**src/rtl/hazard_pkg.sv**
```systemverilog
package hazard_pkg;
  // True when a producer register blocks a consumer register.
  // Register zero is hard-wired and never produces a hazard.
  function automatic logic reg_blocks(input logic [7:0] dst, input logic [7:0] src);
    return (dst != 8'd0) && (dst == src);
  endfunction
endpackage

```
**src/rtl/hz_load_use.sv**
```systemverilog
module hz_load_use #(
  parameter int REG_W = 5,
  parameter int NSRC  = 2
) (
  input  logic [NSRC*REG_W-1:0] srcs,
  input  logic                  ex_is_load,
  input  logic [REG_W-1:0]      ex_load_dst,
  output logic                  hit
);
  import hazard_pkg::*;
  localparam int PADW = 8 - REG_W;

  logic [NSRC-1:0] per_src;

  for (genvar g = 0; g < NSRC; g++) begin : g_src
    assign per_src[g] = ex_is_load &&
      reg_blocks({{PADW{1'b0}}, ex_load_dst}, {{PADW{1'b0}}, srcs[g*REG_W +: REG_W]});
  end

  assign hit = |per_src;

  always_comb begin
    p_lu_needs_load_r1: assert (!hit || ex_is_load);
    p_lu_zero_dst_r6: assert (!(hit && ex_load_dst == '0));
  end
endmodule

```
**src/rtl/hz_branch_dep.sv**
```systemverilog
module hz_branch_dep #(
  parameter int REG_W = 5,
  parameter int NSRC  = 2
) (
  input  logic [NSRC*REG_W-1:0] srcs,
  input  logic                  dec_is_branch,
  input  logic                  ex_is_load,
  input  logic [REG_W-1:0]      ex_alu_dst,
  input  logic                  mem_is_load,
  input  logic [REG_W-1:0]      mem_load_dst,
  output logic                  alu_hit,
  output logic                  mem_hit
);
  import hazard_pkg::*;
  localparam int PADW = 8 - REG_W;

  logic [NSRC-1:0] alu_src, mem_src;

  for (genvar g = 0; g < NSRC; g++) begin : g_src
    logic [7:0] s;
    assign s = {{PADW{1'b0}}, srcs[g*REG_W +: REG_W]};
    assign alu_src[g] = reg_blocks({{PADW{1'b0}}, ex_alu_dst}, s);
    assign mem_src[g] = reg_blocks({{PADW{1'b0}}, mem_load_dst}, s);
  end

  assign alu_hit = dec_is_branch && !ex_is_load && (|alu_src);
  assign mem_hit = dec_is_branch && mem_is_load && (|mem_src);

  always_comb begin
    p_br_alu_needs_branch_r3: assert (!alu_hit || (dec_is_branch && ex_alu_dst != '0));
    p_br_mem_needs_load_r4: assert (!mem_hit || (mem_is_load && mem_load_dst != '0));
  end
endmodule

```
**src/rtl/hazard_stall_unit.sv**
```systemverilog
module hazard_stall_unit #(
  parameter int REG_W = 5
) (
  input  logic [REG_W-1:0] dec_src_a,
  input  logic [REG_W-1:0] dec_src_b,
  input  logic             dec_is_branch,
  input  logic             ex_is_load,
  input  logic [REG_W-1:0] ex_load_dst,
  input  logic [REG_W-1:0] ex_alu_dst,
  input  logic             mem_is_load,
  input  logic [REG_W-1:0] mem_load_dst,
  output logic             pc_write,
  output logic             ifid_write,
  output logic             ctrl_zero
);
  localparam int NSRC = 2;

  logic [NSRC*REG_W-1:0] srcs;
  logic lu_hit, br_alu_hit, br_mem_hit, stall_req;

  assign srcs = {dec_src_b, dec_src_a};

  hz_load_use #(.REG_W(REG_W), .NSRC(NSRC)) u_lu (
    .srcs(srcs), .ex_is_load(ex_is_load), .ex_load_dst(ex_load_dst), .hit(lu_hit)
  );

  hz_branch_dep #(.REG_W(REG_W), .NSRC(NSRC)) u_br (
    .srcs(srcs), .dec_is_branch(dec_is_branch), .ex_is_load(ex_is_load),
    .ex_alu_dst(ex_alu_dst), .mem_is_load(mem_is_load), .mem_load_dst(mem_load_dst),
    .alu_hit(br_alu_hit), .mem_hit(br_mem_hit)
  );

  assign stall_req  = lu_hit | br_alu_hit | br_mem_hit;
  assign pc_write   = !stall_req;
  assign ifid_write = !stall_req;
  assign ctrl_zero  = stall_req;

  always_comb begin
    p_outputs_agree_r2: assert (pc_write == ifid_write && ctrl_zero != pc_write);
    p_zero_srcs_never_r6: assert (!(ctrl_zero && dec_src_a == '0 && dec_src_b == '0));
    p_idle_no_stall_r7: assert (ex_is_load || mem_is_load || dec_is_branch || pc_write);
  end
endmodule

```
**config.mk**
```make
export PLATFORM = sky130hd
export DESIGN_NAME = hazard_stall_unit
export DESIGN_NICKNAME = d
export VERILOG_FILES = /design/src/rtl/hazard_pkg.sv /design/src/rtl/hz_load_use.sv /design/src/rtl/hz_branch_dep.sv /design/src/rtl/hazard_stall_unit.sv
export SDC_FILE = /design/constraint.sdc
export NUM_CORES = 1
export LEC_CHECK = 0
export BUFFER_PORTS_ARGS = -buffer_cell sky130_fd_sc_hd__buf_4
export CELL_PAD_IN_SITES_DETAIL_PLACEMENT = 2
export CELL_PAD_IN_SITES_GLOBAL_PLACEMENT = 2
export CORE_MARGIN = 8
export CORE_UTILIZATION = 20
export DETAILED_ROUTE_END_ITERATION = 16
export PLACE_DENSITY_LB_ADDON = 0.1
export SLEW_MARGIN = 40
export SYNTH_ARGS = -nofsm -noshare
export SYNTH_HDL_FRONTEND = slang
export SYNTH_SLANG_ARGS = --single-unit
```
**constraint.sdc**
```tcl
create_clock -name vclk -period 1.6
set_input_delay 0.16 -clock vclk [all_inputs]
set_output_delay 0.16 -clock vclk [all_outputs]
set_load 0.02 [all_outputs]
```
==> results.toml <==
[worst_setup_path]
path_max_fanout = 2
startpoint_type = "input port"
cp_data_arrival_time_ns = 1.51
critPathMaxStageDelay_ns = 0.49
crit_path_end_kind = "primary output"
crit_type = "input port to primary output"
worst-path-buf-inv = 2
worstPathRequired_ns = 1.44
worstPathCellList = "buf_4 > or4_4 > o211ai_1 > a21oi_2 > or3_4 > buf_6"
crit_slowest_cell = "or4_4"
cp.depth = 6
critical-path-top-delay-family = "simple AND/OR/NAND/NOR gates"

[hold_path]
min_path_cells = 5
hold_class = "input port to primary output"

[detailed_routing]
drt_iter0_markers = 2
drc = 0
drtPass1Iterations = 2
vias = 554
vias_per_cell = 4.432
antenna_left = 0
drt_wl_total_um = 1856
wl_per_cell_um = 14.85

[sta]
finalMaxSlewViolations = 0
timing.final.ws_setup_ns = -0.07150
rsz0062_at_grt = "yes"
max_freq_mhz = 598.3
hold_viol_final = 0
setup_viol = 3
period_share = 1.045
finalCriticalPeriod_ns = 1.672
tightest_slew_ns = 0.2585
tns_ns = -0.1498
slew_headroom = 0.8263

[grt]
antenna_found_initial = 0
grt_max_degree = 4
grt_pass1_vias = 666
grt_util_all_layers = 0.1022
grt_overflow = 0
grt_pass1_wl_um = 2960

[placement]
hpwl_um = 1782
port_buffers = 31
dp_cells = 125
dp_worst_setup_slack_ns = -0.1197
gp_congestion = 0.8436

[die]
initial_core_util = 0.2096
io_pins = 31
core_area_um2 = 1922
die_x_um = 60.88
rows = 16
die_area_um2 = 3706
dieHeight_um = 60.88

[final_layout]
seq_area_um2 = 0
syn_to_final_growth_pct = 108.4
nets = 128
drive_gt1_frac = 0.5510
seq_cell_count = 0
nFillCells = 238
diodes = 0
fin_util = 0.4368
clkbuf_count = 0
fin_cells = 125

[synth]
syn_inst = 55
avgSynthCellArea_um2 = 7.325
synth_cell_types = 11
ys_seq_area_frac = 0
syn_area_um2 = 402.9
yosys_warnings = 0
yosys-top-cells-count = "xor2_1 (18), xnor2_1 (12), nor3_1 (7), nand3_1 (6)"
synth_top_cell_by_area = "xor2_1"
synth.top_cell.area_share = 0.3913
synth_nets = 83
synthTopCellsByArea = "xor2_1 (39%), xnor2_1 (26%), nor3_1 (8.7%)"
synth_most_common_cell = "xor2_1"

[run_status]
status = "complete, but fails checks"
violations = "setup timing"

[job]
maxCapViolations = 0

[pwr]
vdd_ir_drop_max_v = 0.00009566
power_density_nw_per_um2 = 268.1
p_leak_nw = 0.3619
## worst min-delay path, delay by kind of cell
| kind | cells | cell delay [ns] |
|---|---|---|
| buffers and inverters | 2 | 0.19 |
| AOI/OAI and AO/OA | 2 | 0.21 |
| and+or+nand+nor | 1 | 0.13 |
## final cells by class
class              count  area, um2  share of cell area
multi-input cells     54      441.7              0.5261
well taps             27      33.78             0.04024
repair buffers        44      364.1              0.4337
## report_power, final
part	internal, mW	leakage (nW)	switching [mW]
logic	0.130	0.362	0.0953
clock network	0	0	0
registers	0	0	0
## what timing repair did
item | 4_1_cts | 5_1_grt
resized for setup | 11 | 8
buffers inserted | 0 | 0
hold buffers | 0 | 0
pin swaps | 3 | 4
endpoints found under the setup margin | 3 | 3
## per-stage QoR
stage	power [mW]	hold slack [ns]	cell area, um2
6_report	0.2250	0.8506	839.6
5_1_grt	0.2445	0.8860	839.6
4_1_cts	0.2234	0.8828	809.5
3_5_place_dp	0.2103	0.9046	764.5
3_3_place_gp	0.2026	0.8993	764.5
2_1_floorplan	0.08154	0.6214	407.9
## layout by cell type (no fill, tap or decap), drive strengths merged
cell    count
nor3        7
xor2       18
xnor2      12
o21ai       2
a21oi       3
o211ai      1
nor2b       1
nand3       6
or3         1
buf        44
or4         3
## path summary, 6_finish.rpt
path / from / to / slack, ns
max: mem_load_dst[3] / ctrl_zero / -0.07
min: mem_is_load / ctrl_zero / 0.85
## metal layers
layer | up-vias | share of wire | track usage
li1 | 279 | - | -
met1 | 260 | 0.40 | 0.1107
met2 | 15 | 0.54 | 0.2112
met3 | 0 | 0.055 | 0.01271
met4 | 0 | 0 | 0
met5 | - | 0 | 0
## cell families after synthesis
kind of cell / Yosys count / synth area share
compound gates: 6 / 0.08074
xor+xnor: 30 / 0.6522
buf+inv: 1 / 0.01864
simple gates: 18 / 0.2485
(Power assumes the default switching activity.)
